==> src/rtl/gpio_port_pkg.sv <==
// Package gpio_port_pkg
// Shared mode codes and register-select values for the GPIO port slice.
package gpio_port_pkg;

    typedef enum logic [1:0] {
        PM_ALT   = 2'b00,
        PM_OUT   = 2'b01,
        PM_IN_PU = 2'b10,
        PM_IN    = 2'b11
    } pin_mode_e;

    localparam logic SEL_DATA = 1'b0;
    localparam logic SEL_MODE = 1'b1;

endpackage

==> src/rtl/gpio_sync.sv <==
// Module gpio_sync
// Two-flop synchronizer for asynchronous pad levels.
// Assumes: each bit is independent; multi-bit coherence is not needed.
module gpio_sync #(
    parameter int W = 6
) (
    input  logic         clk,
    input  logic         rst_n,
    input  logic [W-1:0] async_in,
    output logic [W-1:0] sync_out
);

    logic [W-1:0] meta_q;
    logic [W-1:0] stable_q;

    // Capture pad levels in two stages so metastability can settle.
    always_ff @(posedge clk) begin
        if (!rst_n) begin
            meta_q   <= '0;
            stable_q <= '0;
        end else begin
            meta_q   <= async_in;
            stable_q <= meta_q;
        end
    end

    assign sync_out = stable_q;

endmodule

==> src/rtl/gpio_regs.sv <==
// Module gpio_regs
// Holds the per-pin data bits and the 2-bit mode fields.
// Assumes: a one-cycle write strobe; data writes are accepted in every mode.
module gpio_regs
    import gpio_port_pkg::*;
#(
    parameter int PINS = 6,
    localparam int BUS_W = 2 * PINS
) (
    input  logic             clk,
    input  logic             rst_n,
    input  logic             wr_en,
    input  logic             addr,
    input  logic [BUS_W-1:0] wdata,
    output logic [PINS-1:0]  data_q,
    output logic [BUS_W-1:0] mode_q
);

    // Update the register chosen by addr on a write strobe.
    always_ff @(posedge clk) begin
        if (!rst_n) begin
            data_q <= '0;
            mode_q <= '0;
        end else if (wr_en) begin
            if (addr == SEL_DATA) data_q <= wdata[PINS-1:0];
            else                  mode_q <= wdata;
        end
    end

    // reset leaves every register cleared
    assert_reset_clear_R1: assert property (@(posedge clk)
        !rst_n |=> (data_q == '0 && mode_q == '0));

    // a data write lands regardless of mode
    assert_data_write_R7: assert property (@(posedge clk) disable iff (!rst_n)
        (wr_en && addr == SEL_DATA) |=> data_q == $past(wdata[PINS-1:0]));

    // a mode write loads the whole field set
    assert_mode_write_R8: assert property (@(posedge clk) disable iff (!rst_n)
        (wr_en && addr == SEL_MODE) |=> mode_q == $past(wdata));

endmodule

==> src/rtl/gpio_pin_ctrl.sv <==
// Module gpio_pin_ctrl
// Per-pin mode decode: pad controls and read-bit source.
// Assumes: pin_lvl is already synchronized.
module gpio_pin_ctrl
    import gpio_port_pkg::*;
(
    input  logic [1:0] mode,
    input  logic       dat,
    input  logic       pin_lvl,
    output logic       out,
    output logic       oe,
    output logic       pu,
    output logic       alt,
    output logic       rd
);

    // Decode the mode into pad controls and pick the read source.
    always_comb begin
        oe  = 1'b0;
        pu  = 1'b0;
        alt = 1'b0;
        rd  = dat;
        unique case (pin_mode_e'(mode))
            PM_ALT:   alt = 1'b1;
            PM_OUT:   oe  = 1'b1;
            PM_IN_PU: begin pu = 1'b1; rd = pin_lvl; end
            PM_IN:    rd  = pin_lvl;
            default:  alt = 1'b1;
        endcase
        out = oe & dat;
    end

endmodule

==> src/rtl/gpio_port.sv <==
// Module gpio_port
// Six-pin mode-controlled GPIO slice: registers, synchronizer, per-pin decode,
// and read mux.
// Assumes: addr selects data (0) or mode (1); reads are combinational.
module gpio_port
    import gpio_port_pkg::*;
#(
    parameter int PINS = 6,
    localparam int BUS_W = 2 * PINS
) (
    input  logic             clk,
    input  logic             rst_n,
    input  logic             wr_en,
    input  logic             addr,
    input  logic [BUS_W-1:0] wdata,
    output logic [BUS_W-1:0] rdata,
    input  logic [PINS-1:0]  pin_in,
    output logic [PINS-1:0]  pad_out,
    output logic [PINS-1:0]  pad_oe,
    output logic [PINS-1:0]  pad_pu,
    output logic [PINS-1:0]  pad_alt
);

    logic [PINS-1:0]  data_q;
    logic [BUS_W-1:0] mode_q;
    logic [PINS-1:0]  pin_sync;
    logic [PINS-1:0]  rd_bits;

    gpio_regs #(.PINS(PINS)) u_regs (
        .clk(clk), .rst_n(rst_n), .wr_en(wr_en), .addr(addr),
        .wdata(wdata), .data_q(data_q), .mode_q(mode_q)
    );

    gpio_sync #(.W(PINS)) u_sync (
        .clk(clk), .rst_n(rst_n), .async_in(pin_in), .sync_out(pin_sync)
    );

    for (genvar n = 0; n < PINS; n++) begin : g_pin
        gpio_pin_ctrl u_ctrl (
            .mode(mode_q[2*n +: 2]), .dat(data_q[n]), .pin_lvl(pin_sync[n]),
            .out(pad_out[n]), .oe(pad_oe[n]), .pu(pad_pu[n]),
            .alt(pad_alt[n]), .rd(rd_bits[n])
        );
    end

    // Select the read view; unused data-view bits read as zero.
    always_comb begin
        if (addr == SEL_MODE) rdata = mode_q;
        else                  rdata = {{(BUS_W-PINS){1'b0}}, rd_bits};
    end

    // at most one pad-control role per pin
    for (genvar n = 0; n < PINS; n++) begin : g_chk
        assert_one_role_R2: assert property (@(posedge clk) disable iff (!rst_n)
            $onehot0({pad_alt[n], pad_oe[n], pad_pu[n]}));
    end

    // pad_out is low on any pin that is not driving
    assert_out_quiet_R3: assert property (@(posedge clk) disable iff (!rst_n)
        (pad_out & ~pad_oe) == '0);

    // pins outside input modes read back the stored bit
    logic [PINS-1:0] in_mask;
    always_comb
        for (int n = 0; n < PINS; n++) in_mask[n] = mode_q[2*n+1];

    assert_stored_read_R4: assert property (@(posedge clk) disable iff (!rst_n)
        (addr == SEL_DATA) |-> ((rdata[PINS-1:0] ^ data_q) & ~in_mask) == '0);

    // reserved bits of the data view are zero
    assert_reserved_zero_R6: assert property (@(posedge clk) disable iff (!rst_n)
        (addr == SEL_DATA) |-> rdata[BUS_W-1:PINS] == '0);

endmodule

==> config.mk <==
export PLATFORM = sky130hd
export DESIGN_NAME = gpio_port
export DESIGN_NICKNAME = d
export VERILOG_FILES = /design/src/rtl/gpio_port_pkg.sv /design/src/rtl/gpio_sync.sv /design/src/rtl/gpio_regs.sv /design/src/rtl/gpio_pin_ctrl.sv /design/src/rtl/gpio_port.sv
export SDC_FILE = /design/constraint.sdc
export NUM_CORES = 1
export LEC_CHECK = 0
export BUFFER_PORTS_ARGS = -buffer_cell sky130_fd_sc_hd__buf_2
export CAP_MARGIN = 5
export CORE_MARGIN = 5
export CORE_UTILIZATION = 45
export DETAILED_ROUTE_END_ITERATION = 7
export GPL_TIMING_DRIVEN = 1
export PLACE_DENSITY = 0.75
export SYNTH_ARGS = -nofsm -noshare
export SYNTH_HDL_FRONTEND = slang
export SYNTH_SLANG_ARGS = --single-unit
==> constraint.sdc <==
create_clock -name clk -period 1.2 [get_ports clk]
set_input_delay 0.24 -clock clk [delete_from_list [all_inputs] [get_ports clk]]
set_output_delay 0.24 -clock clk [all_outputs]
set_load 0.02 [all_outputs]
# Yosys cells after proc, flatten, opt, wreduce, memory -nomap -nowiden
# Cells that the tools add are included.
# Widths: inputs -> output; s select.
# word_totals
mem_bits_ro	0
n_memories	0
ram_bits	0
out_inout_bits	36
latch_bits	0
regBits	30
# classes
bitwise_logic	7
n_lt_le_gt_ge	0
n_eq_ne	18
n_div	0
muxes	25
shifts	0
mul	0
reduce_logical	14
add_sub_neg	0
# op_table
cell	count
$eq 2x2->1 const B	12
$mux 1	24
$eq 2x1->1 const B	6
$logic_not 2->1	6
$mux 12	1
$reduce_or 2->1	6
$and 1x1->1	6
$reduce_and 2->1	2
$not 1->1	1

# Depth between registers and ports, before layout
# Gate-level depths: netlist of the first run.
# depth
ltp_word	4
mapped_depth	5
ltp_nobuf	3

# Cells and area by module
# Synthesis of the first run repeated with hierarchy kept, for this count alone.
# unflattened
cells_unflattened	141
area_unflattened_um2	1425.1
# modules_own_cells
mod	seq_area_each_um2	area_per_inst_um2	cells_per_inst	n_inst
gpio_regs	360.3	694.4	73	1
gpio_sync	240.2	336.6	25	1
gpio_pin_ctrl	0.0	42.5	5	6
gpio_port	0.0	138.9	13	1

# Least setup slack after synthesis of the first run
# Ideal clock, no wire load.
# synth_timing
path_kind	in2out
start	input addr
end	output rdata[2]
arrival_time_ps	1041
path_buffers	2
path_slack_ps	-81
path_stages	3
cell_sequence	buf_2 -> buf_2 -> o21ai_0
# synth_between
elab_chain_len	1
# synth_rtl
element	line_no	text
start: declaration	gpio_port.sv:14	input logic addr,
$mux 12	gpio_port.sv:48	if (addr == SEL_MODE) rdata = mode_q;
end: declaration	gpio_port.sv:16	output logic [BUS_W-1:0] rdata,
# Every way passes these cells.

# Worst setup path after layout of the first run
# layout_timing
start	register u_regs.mode_q[7]
end	output rdata[3]
# layout_between
elab_chain_len	4
elab_cells_between_ends	5
cone_classes	eq/ne: 2; mux: 2; reduce/logical: 1
# layout_rtl
element	line_no	text
start: declaration	gpio_regs.sv:16	output logic [BUS_W-1:0] mode_q
start signal: assignment	gpio_regs.sv:26	else mode_q <= wdata;
$eq 2x2->1	gpio_pin_ctrl.sv:23	unique case (pin_mode_e'(mode))
$reduce_or 2->1 (no line) *	--	
$mux 1 *	gpio_pin_ctrl.sv:23	
$mux 12 *	gpio_port.sv:48	
# Every way passes the cells marked *; elsewhere a longest branch is shown, timed or not.

==> key figures, run 1 <==
Synthesis
  – Number of distinct standard cells referenced by the synthesized netlist: 13
  – Cells after synthesis: 173
  – Number of flops mapped to enable cells by yosys: 0
  – Share of flip-flops with an asynchronous set or reset after synthesis: 0%
  – Share of Yosys cell area claimed by the top area cell type: 40.6%
  – Number of storage elements in the synthesis netlist: 30
  – Post-Synthesis Net Count: 195
  – Primary flip-flop cell chosen by synthesis mapping: dfxtp_1
  – Number of warning messages in the yosys log: 0
  – Top post-synthesis cells by area: dfxtp_1, buf_4, and2_1
  – Sequential-to-total area share from yosys stat: 40.6%
  – Syn avg cell area: 8.55 um2
  – Largest area contributor in the synthesized netlist: dfxtp_1
  – Top cells by count, synth: dfxtp_1, nand2_1, buf_4, and2_1, nor2b_1
  – Cell area after technology mapping: 1480 um2

Detailed routing
  – DR WL/cell: 12.9 um
  – Total number of vias: 1251
  – Wire length reported by the detailed router: 3.51 mm
  – Number of remaining DRC errors: 0
  – Number of optimization iterations in the first detailed-route pass: 4
  – Via density per instance: 4.60
  – Violation count after the first detailed-routing iteration: 50
  – Routed Antenna Nets: 0

Finish
  – Count of filler cells inserted in the layout: 242
  – P&R area growth vs syn: 50.3%
  – Number of antenna diodes: 0
  – Finished layout cell area: 2220 um2
  – Share of final-layout standard cells stronger than drive strength 1: 55.7%
  – NumNets Final: 250

Timing
  – Worst path setup slack after routing: -0.227 ns
  – Transition at the pin with the smallest max-transition slack: 0.379 ns
  – Final worst clock skew: 0.000644 ns
  – Highest attainable clock frequency: 701 MHz
  – Relative slew slack: 74.7%
  – Total setup violations reported at the end of the flow: 35
  – Slew Viols, Final: 0
  – Final critical delay including setup and external delays: 1.43 ns
  – Post-route fraction of the period consumed by the critical path: 119%
  – Hold Vio Cnt, Final: 0
  – Setup repair after global routing missed its margin: yes

Floorplan
  – Core outline area: 3100 um2
  – Standard-cell row count: 20
  – Overall die height: 67.3 um
  – Number of top-level design ports: 58
  – Area of the die: 4530 um2
  – Initial Utilization: 47.7%
  – Die Span X: 67.3 um

Critical path
  – Required time at the worst-slack endpoint: 0.96 ns
  – Maximum fanout along the worst path: 4
  – Classification of the worst setup path: reg -> out
  – Worst EP arrival: 1.19 ns
  – Capturing element type of the critical path: output port
  – CP Launch Type: register

Pwr
  – Leak Pwr: 0.984 nW
  – Cell Pwr Density: 935 nW/um2
  – Peak VDD IR: 0.696 mV

CTS
  – Clock tree sinks: 30
  – Number of buffers on the longest clock path: 2
  – H-tree depth: 2
  – Cts-stage hold buffer count: 0
  – Cts bufs inserted: 5
  – CTS Root Buffer Type: clkbuf_4
  – Clock-pin transition on the worst setup and hold timing paths: 0.08 ns
  – Clock insertion delay at the later pin of the skew report: 0.32 ns
  – CTS tree: done

Flow run
  – Max-cap viol count: 0

Placed design
  – Buffers added on ports: 57
  – DP Area: 1670 um2
  – Half-perimeter wire length of the detailed placement result: 2.12 mm
  – DP Worst Slack: 0.0556 ns
  – Routability congestion estimate: 0.730

GRT
  – First-pass GRT wire length: 5.31 mm
  – Maximum number of pins on one net before global-route repair: 31
  – Overflow after GRT: 0
  – Global router's overall resource usage: 16.2%
  – Via count of the first global-routing pass: 1174
  – Antenna violations before repair: 0

Hold path
  – Tightest Hold Check Type: in -> reg

Status
  – Status: finished with violations
  – Violations in the final reports: setup timing
==> logic make-up after synthesis <==
kind of cell,Yosys count,synth area share [%]
AOI/OAI and AO/OA,18,8.12
buffers and inverters,32,15.0
DFF,30,40.6
muxes,12,8.12
and+or+nand+nor,81,28.2
==> critical path, stage by stage (launching register included) <==
cell and delay [ns]:
dfxtp_4 0.40, mux2i_2 0.23, o21ai_1 0.08, buf_2 0.16
==> path summary, 6_finish.rpt <==
check	slack (ns)	depth (start not counted)	from	end
max	-0.23	3	u_regs.mode_q[7]$_SDFFE_PN0P_	rdata[3]
min	0.11	2	pin_in[5]	u_sync.meta_q[5]$_SDFF_PN0_
max reg2reg	0.26	5	u_regs.mode_q[9]$_SDFFE_PN0P_	u_regs.mode_q[9]$_SDFFE_PN0P_
min reg2reg	0.44	1	u_sync.meta_q[2]$_SDFF_PN0_	u_sync.sync_out[2]$_SDFF_PN0_
==> registers in the layout, indices dropped and copies added (netlist names) <==
name	flops
u_sync.sync_out	6
u_sync.meta_q	6
u_regs.data_q	6
u_regs.mode_q	12
==> layout by cell type, fill, tap and decap left out, types with 10 or more instances in the layout <==
| master | n |
|---|---|
| and2_4 | 11 |
| nand2_1 | 30 |
| and2_1 | 14 |
| buf_6 | 39 |
| mux2i_1 | 11 |
| nor2b_1 | 10 |
| buf_4 | 16 |
| buf_2 | 24 |
| dfxtp_1 | 18 |
| a21boi_1 | 10 |
==> metrics by stage <==
stage                     hold WS, ns  power, mW  util [%]  TNS, ns  instances
after floorplan                 0.367       1.34         -   -0.326        173
after global placement          0.408       1.42      53.8        0        250
after detailed placement        0.419       1.42      53.8        0        250
after CTS                       0.102       2.04      65.5    -3.60        266
after global routing           0.0982       2.19      71.7    -5.78        272
final                           0.113       2.08      71.7    -3.78        272
==> layer usage <==
metal,vias to the layer above,track usage (%),wire [um]
met5,-,0,0
met4,0,9.62,99
met3,14,6.49,286
met2,51,26.9,1700
met1,553,17.2,1430
li1,633,-,-
==> what timing repair did <==
item / CTS / global route
endpoints found under the hold margin: 0 / 0
resized for setup: 94 / 40
pin swaps: 6 / 4
buffers inserted: 9 / 6
endpoints found under the setup margin: 36 / 36
==> cell type report <==
cell class,count,area [um2],share of cell area [%]
tap,44,55.1,2.48
timing repair buffer,80,699,31.5
clock buffer,5,37.5,1.69
sequential,30,631,28.4
multi-input combinational,111,791,35.6
clock inverter,2,10.0,0.450
==> where the power goes <==
group | switching, mW | internal, mW
clock | 0.318 | 0.210
combinational | 0.216 | 0.256
sequential | 0.0412 | 1.04
total | 0.575 | 1.50
Power figures use the tool's default switching activity.
==> inputs of run 2 (changes only) <==
- clock period: 1.2 -> 1.7 ns (I/O delays scaled with it)
==> run 2 against run 1 <==
Effect of this change: the flow now finishes without violations; global-route usage decreased by 2.5 points; clock power increased by 4.2%; cell count decreased by 7.4%; hold slack improved by 0.10 ns; sequential cell count unchanged; power decreased by 27%; wire length decreased by 21%; critical path depth unchanged; critical endpoint is now rdata[0]; largest power group unchanged; highest routed layer unchanged.
==> key figures, run 2 (synthesized netlist as in run 1, its figures left out) <==
Status
  – Status: completed (was finished with violations)

Critical path
  – Worst EP arrival: 1.24 ns (was 1.19 ns)
  – Endpoint of the lowest-slack register-to-register path: u_regs.mode_q[1]$_SDFFE_PN0P_ (was u_regs.mode_q[9]$_SDFFE_PN0P_)
  – Max stage delay on crit path: 0.46 ns (was 0.40 ns)
  – Setup slack of the worst register-to-register path: 0.95 ns (was 0.26 ns)
  – Launch point of the worst path: u_regs.mode_q[1]$_SDFFE_PN0P_ (was u_regs.mode_q[7]$_SDFFE_PN0P_)
  – RR Startpoint: u_regs.mode_q[1]$_SDFFE_PN0P_ (was u_regs.mode_q[9]$_SDFFE_PN0P_)
  – Cell count of the worst reg-to-reg path: 2 (was 5)
  – Required time at the worst-slack endpoint: 1.36 ns (was 0.96 ns)
  – Critical path cell sequence: mux2i_1, o21ai_0, buf_2 (was mux2i_2, o21ai_1, buf_2)
  – Capturing element type of the critical path: output port (unchanged)
  – Maximum fanout along the worst path: 6 (was 4)
  – Library cell contributing the largest single delay on the critical path: dfxtp_1 (was dfxtp_4)
  – Classification of the worst setup path: reg -> out (unchanged)
  – CP Launch Type: register (unchanged)

GRT
  – Maximum number of pins on one net before global-route repair: 31 (unchanged)
  – Antenna violations before repair: 0 (unchanged)
  – Via count of the first global-routing pass: 1001 (was 1174)
  – Global router's overall resource usage: 13.6% (was 16.2%)
  – Overflow after GRT: 0 (unchanged)
  – First-pass GRT wire length: 4.53 mm (was 5.31 mm)

CTS
  – Clock-pin transition on the worst setup and hold timing paths: 0.10 ns (was 0.08 ns)
  – CTS tree: done (unchanged)
  – CTS Root Buffer Type: clkbuf_4 (unchanged)
  – Cts-stage hold buffer count: 0 (unchanged)
  – Number of buffers on the longest clock path: 2 (unchanged)
  – Number of post-CTS setup repair buffers: 0 (was 9)
  – Clock insertion delay at the later pin of the skew report: 0.33 ns (was 0.32 ns)
  – Clock tree sinks: 30 (unchanged)
  – # resized after CTS: 0 (was 94)
  – H-tree depth: 2 (unchanged)
  – Cts bufs inserted: 5 (unchanged)

Finish
  – Total area of multi-input combinational cells: 657 um2 (was 791 um2)
  – Max FFs per register: 12 (unchanged)
  – Number of antenna diodes: 0 (unchanged)
  – Area taken by flip-flops and latches: 602 um2 (was 631 um2)
  – P&R area growth vs syn: 14.4% (was 50.3%)
  – Share of final-layout standard cells stronger than drive strength 1: 33.2% (was 55.7%)
  – Leading cell type in the layout, fill and taps excluded: buf_2 (was buf_6)
  – Final Instance Count excl. Fillers: 252 (was 272)
  – NumNets Final: 229 (was 250)
  – Register with the most flip-flops: u_regs.mode_q (unchanged)
  – Most used cells in the layout excluding fill and tap cells: buf_2, nand2_1, dfxtp_1 (was buf_6, nand2_1, buf_2)
  – Count of filler cells inserted in the layout: 325 (was 242)

Placed design
  – Instance count after placement with tap cells included: 244 (was 250)
  – Half-perimeter wire length of the detailed placement result: 2.08 mm (was 2.12 mm)
  – Routability congestion estimate: 0.759 (was 0.730)
  – Buffers added on ports: 57 (unchanged)

Flow run
  – Max-cap viol count: 0 (unchanged)

Detailed routing
  – Met2 routed wirelength: 1.20 mm (was 1.70 mm)
  – Violation count after the first detailed-routing iteration: 49 (was 50)
  – Total number of vias: 1094 (was 1251)
  – Topmost layer with routed signal wires: met4 (unchanged)
  – Via density per instance: 4.34 (was 4.60)
  – Met3 WL post-DR: 260 um (was 286 um)
  – Routed length on met1: 1.27 mm (was 1.43 mm)
  – Wire length reported by the detailed router: 2.78 mm (was 3.51 mm)
  – DR WL/cell: 11.0 um (was 12.9 um)
  – Number of optimization iterations in the first detailed-route pass: 4 (unchanged)
  – Routed Antenna Nets: 0 (unchanged)
  – Number of remaining DRC errors: 0 (unchanged)

Timing
  – Final worst clock skew: 0.0108 ns (was 0.000644 ns)
  – Slew Viols, Final: 0 (unchanged)
  – Highest attainable clock frequency: 631 MHz
  – Final critical delay including setup and external delays: 1.58 ns
  – Hold Vio Cnt, Final: 0 (unchanged)
  – Total setup violations reported at the end of the flow: 0 (was 35)
  – Hold_ws: 0.214 ns (was 0.113 ns)
  – Transition at the pin with the smallest max-transition slack: 0.430 ns (was 0.379 ns)
  – Post-route fraction of the period consumed by the critical path: 93.2%
  – Setup repair after global routing missed its margin: no (was yes)
  – Relative slew slack: 71.3% (was 74.7%)
  – Total Negative Setup Slacks: 0 ns (was -3.78 ns)

Floorplan
  – Area of the die: 4530 um2 (unchanged)
  – Initial Utilization: 47.7% (unchanged)
  – Core outline area: 3100 um2 (unchanged)
  – Overall die height: 67.3 um (unchanged)
  – Number of top-level design ports: 58 (unchanged)
  – Die Span X: 67.3 um (unchanged)
  – Standard-cell row count: 20 (unchanged)

Pwr
  – Peak VDD IR: 0.567 mV (was 0.696 mV)
  – Post-layout total power: 1.52 mW (was 2.08 mW)
  – Cell Pwr Density: 899 nW/um2 (was 935 nW/um2)
  – Leak Pwr: 0.797 nW (was 0.984 nW)

Hold path
  – Hold path cells: 2 (unchanged)
  – Endpoint of the worst hold path: u_sync.meta_q[2]$_SDFF_PN0_ (was u_sync.meta_q[5]$_SDFF_PN0_)
  – Tightest Hold Check Type: in -> reg (unchanged)
  – Origin of the worst min-delay path: pin_in[2] (was pin_in[5])
==> run 2: cell count changes in the layout (fill, tap and decap cells not counted), moves of 9 or more <==
| cell | previous run | this run |
|---|---|---|
| nor2b_1 | 10 | 19 |
| buf_2 | 24 | 57 |
| nor2b_4 | 9 | 0 |
| buf_6 | 39 | 0 |
| and2_4 | 11 | 0 |
| and2_1 | 14 | 25 |
| buf_4 | 16 | 2 |
| dfxtp_1 | 18 | 29 |
==> run 2: worst max-delay path by stage <==
stage / slack [ns] / to
CTS: 0.07 / rdata[2]
global route: 0.0002 / rdata[0]
floorplan: 0.22 / rdata[2]
global placement: 0.34 / u_regs.mode_q[0]$_SDFFE_PN0P_
finish: 0.12 / rdata[0]
detailed placement: 0.28 / u_regs.mode_q[0]$_SDFFE_PN0P_
==> run 2: report_power, final <==
| part | switching [mW] | total (mW) | internal, mW |
|---|---|---|---|
| Sequential | 0.0251 | 0.761 | 0.736 |
| Combinational | 0.119 | 0.210 | 0.0907 |
| Clock | 0.245 | 0.549 | 0.304 |
==> run 2: critical path: cells and delay by family (launching register included) <==
family / cells / cell delay (ns)
AO/OA/AOI/OAI: 1 / 0.08
buffers and inverters: 1 / 0.17
flip-flops: 1 / 0.46
multiplexers: 1 / 0.20
==> run 2: area by class of cell <==
class	instances	share of cell area, %
clock buffer	5	2.22
clock inverter	3	2.37
multi-input combinational	111	38.8
sequential	30	35.6
tap	44	3.25
timing repair buffer	59	17.8
==> run 2: layer usage <==
layer	vias to the layer above	global-route usage [%]
li1	588	-
met1	460	16.4
met2	40	20.6
met3	6	5.32
met4	0	7.85
met5	-	0
==> run 2: stage by stage <==
stage                     util [%]  area, um2  setup slack [ns]
after global placement        52.0       1610             0.343
final                         54.5       1690             0.116
after floorplan                  -       1480             0.219
after detailed placement      52.0       1610             0.280
after CTS                     54.5       1690            0.0682
after global routing          54.5       1690          0.000184
==> inputs of run 3 (changes only) <==
- RECOVER_POWER: unset -> 25
==> run 3 against run 2 <==
Effect of this change: critical path depth did not move; sequential cell count did not move; non-clock buffer count did not move; register-to-register slack barely moved; cell count did not move; fmax barely moved; critical path type unchanged; highest routed layer unchanged.
==> key figures, run 3 (synthesized netlist as in run 1, its figures left out) <==
Status
  – Status: completed (unchanged)

Finish
  – Final Instance Count excl. Fillers: 252 (unchanged)
  – Max FFs per register: 12 (unchanged)
  – Leading cell type in the layout, fill and taps excluded: buf_2 (unchanged)
  – Number of antenna diodes: 0 (unchanged)
  – Share of final-layout standard cells stronger than drive strength 1: 32.7% (was 33.2%)
  – P&R area growth vs syn: 14.3% (was 14.4%)
  – Count of filler cells inserted in the layout: 326 (was 325)
  – Most used cells in the layout excluding fill and tap cells: buf_2, nand2_1, dfxtp_1 (unchanged)
  – NumNets Final: 229 (unchanged)
  – Register with the most flip-flops: u_regs.mode_q (unchanged)
  – Finished layout cell area: 1690 um2 (about the same)

Floorplan
  – Standard-cell row count: 20 (unchanged)
  – Overall die height: 67.3 um (unchanged)
  – Area of the die: 4530 um2 (unchanged)
  – Number of top-level design ports: 58 (unchanged)
  – Core outline area: 3100 um2 (unchanged)
  – Die Span X: 67.3 um (unchanged)
  – Initial Utilization: 47.7% (unchanged)

GRT
  – First-pass GRT wire length: 4.53 mm (unchanged)
  – Overflow after GRT: 0 (unchanged)
  – Met2 Usage GRT: 20.6% (unchanged)
  – Met3 demand-to-capacity share in global routing: 5.32% (unchanged)
  – Busiest metal layer after global routing: met2 (unchanged)
  – Antenna violations before repair: 0 (unchanged)
  – Maximum number of pins on one net before global-route repair: 31 (unchanged)
  – Global router's overall resource usage: 13.6% (unchanged)
  – Met1 layer usage reported by global route: 16.4% (unchanged)
  – Via count of the first global-routing pass: 1001 (unchanged)

CTS
  – Cts-stage hold buffer count: 0 (unchanged)
  – Clock-pin transition on the worst setup and hold timing paths: 0.10 ns (about the same)
  – Clock insertion delay at the later pin of the skew report: 0.33 ns (about the same)
  – Number of buffers on the longest clock path: 2 (unchanged)
  – Clock tree sinks: 30 (unchanged)
  – H-tree depth: 2 (unchanged)
  – # resized after CTS: 0 (unchanged)
  – CTS tree: done (unchanged)
  – Number of post-CTS setup repair buffers: 0 (unchanged)
  – Cts bufs inserted: 5 (unchanged)
  – CTS Root Buffer Type: clkbuf_4 (unchanged)

Critical path
  – Worst EP arrival: 1.24 ns (about the same)
  – Critical path cell sequence: mux2i_1, o21ai_0, buf_2 (unchanged)
  – Library cell contributing the largest single delay on the critical path: dfxtp_1 (unchanged)
  – Classification of the worst setup path: reg -> out (unchanged)
  – Maximum fanout along the worst path: 6 (unchanged)
  – Max stage delay on crit path: 0.46 ns (about the same)
  – Required time at the worst-slack endpoint: 1.36 ns (about the same)
  – Buffers & Inverters on Critical Path: 1 (unchanged)
  – Capturing element type of the critical path: output port (unchanged)
  – CP Launch Type: register (unchanged)
  – Cell class contributing the biggest share of worst-path delay: flip-flops (unchanged)

Timing
  – Worst path setup slack after routing: 0.116 ns (about the same)
  – Post-route fraction of the period consumed by the critical path: 93.2% (about the same)
  – Slew Viols, Final: 0 (unchanged)
  – Setup repair after global routing missed its margin: no (unchanged)
  – Total Negative Setup Slacks: 0 ns (unchanged)
  – Final critical delay including setup and external delays: 1.58 ns (about the same)
  – Highest attainable clock frequency: 631 MHz (about the same)
  – Transition at the pin with the smallest max-transition slack: 0.931 ns (was 0.430 ns)
  – Total setup violations reported at the end of the flow: 0 (unchanged)
  – Final worst clock skew: 0.00992 ns (was 0.0108 ns)
  – Relative slew slack: 37.9% (was 71.3%)
  – Hold Vio Cnt, Final: 0 (unchanged)

Detailed routing
  – Number of remaining DRC errors: 0 (unchanged)
  – Number of optimization iterations in the first detailed-route pass: 4 (unchanged)
  – Total number of vias: 1098 (was 1094)
  – Violation count after the first detailed-routing iteration: 48 (was 49)
  – Wire length reported by the detailed router: 2.78 mm (about the same)
  – DR WL/cell: 11.0 um (about the same)
  – Via density per instance: 4.36 (was 4.34)
  – Routed Antenna Nets: 0 (unchanged)

Placed design
  – Instance count after placement with tap cells included: 244 (unchanged)
  – Half-perimeter wire length of the detailed placement result: 2.08 mm (unchanged)
  – DP Worst Slack: 0.280 ns (unchanged)
  – Buffers added on ports: 57 (unchanged)
  – DP Area: 1610 um2 (unchanged)
  – Routability congestion estimate: 0.759 (unchanged)

Flow run
  – Max-cap viol count: 0 (unchanged)

Pwr
  – Cell Pwr Density: 899 nW/um2 (about the same)
  – Peak VDD IR: 0.567 mV (about the same)
  – Leak Pwr: 0.791 nW (was 0.797 nW)

Hold path
  – Tightest Hold Check Type: in -> reg (unchanged)
## run 3: layout make-up
type                       count  area [um2]  area share [%]
multi-input combinational    111         657            38.9
sequential                    30         602            35.6
timing repair buffer          59         299            17.7
tap                           44        55.1            3.26
clock inverter                 3        40.0            2.37
clock buffer                   5        37.5            2.22
## run 3: where the power goes
group | internal, mW | switching [mW]
Clock | 0.304 | 0.245
Combinational | 0.0904 | 0.119
Sequential | 0.736 | 0.0250
## run 3: path summary, 6_finish.rpt
path,to,slack [ns],cells after the start,from
hold reg to reg,u_sync.sync_out[0]$_SDFF_PN0_,0.44,1,u_sync.meta_q[0]$_SDFF_PN0_
setup reg to reg,u_regs.mode_q[1]$_SDFFE_PN0P_,0.95,2,u_regs.mode_q[1]$_SDFFE_PN0P_
setup / recovery,rdata[0],0.12,3,u_regs.mode_q[1]$_SDFFE_PN0P_
hold / removal,u_sync.meta_q[5]$_SDFF_PN0_,0.21,2,pin_in[5]
## run 3: metrics by stage
stage	power (mW)	hold WS [ns]	util, %
global placement	0.989	0.410	52.0
floorplan	0.946	0.406	-
CTS	1.54	0.197	54.5
detailed placement	0.991	0.418	52.0
global route	1.60	0.202	54.5
finish	1.52	0.214	54.5
## run 3: metal layers
| metal | vias up | wire, um |
|---|---|---|
| met5 | - | 0 |
| met4 | 0 | 52 |
| met3 | 6 | 258 |
| met2 | 42 | 1200 |
| met1 | 461 | 1270 |
| li1 | 589 | - |
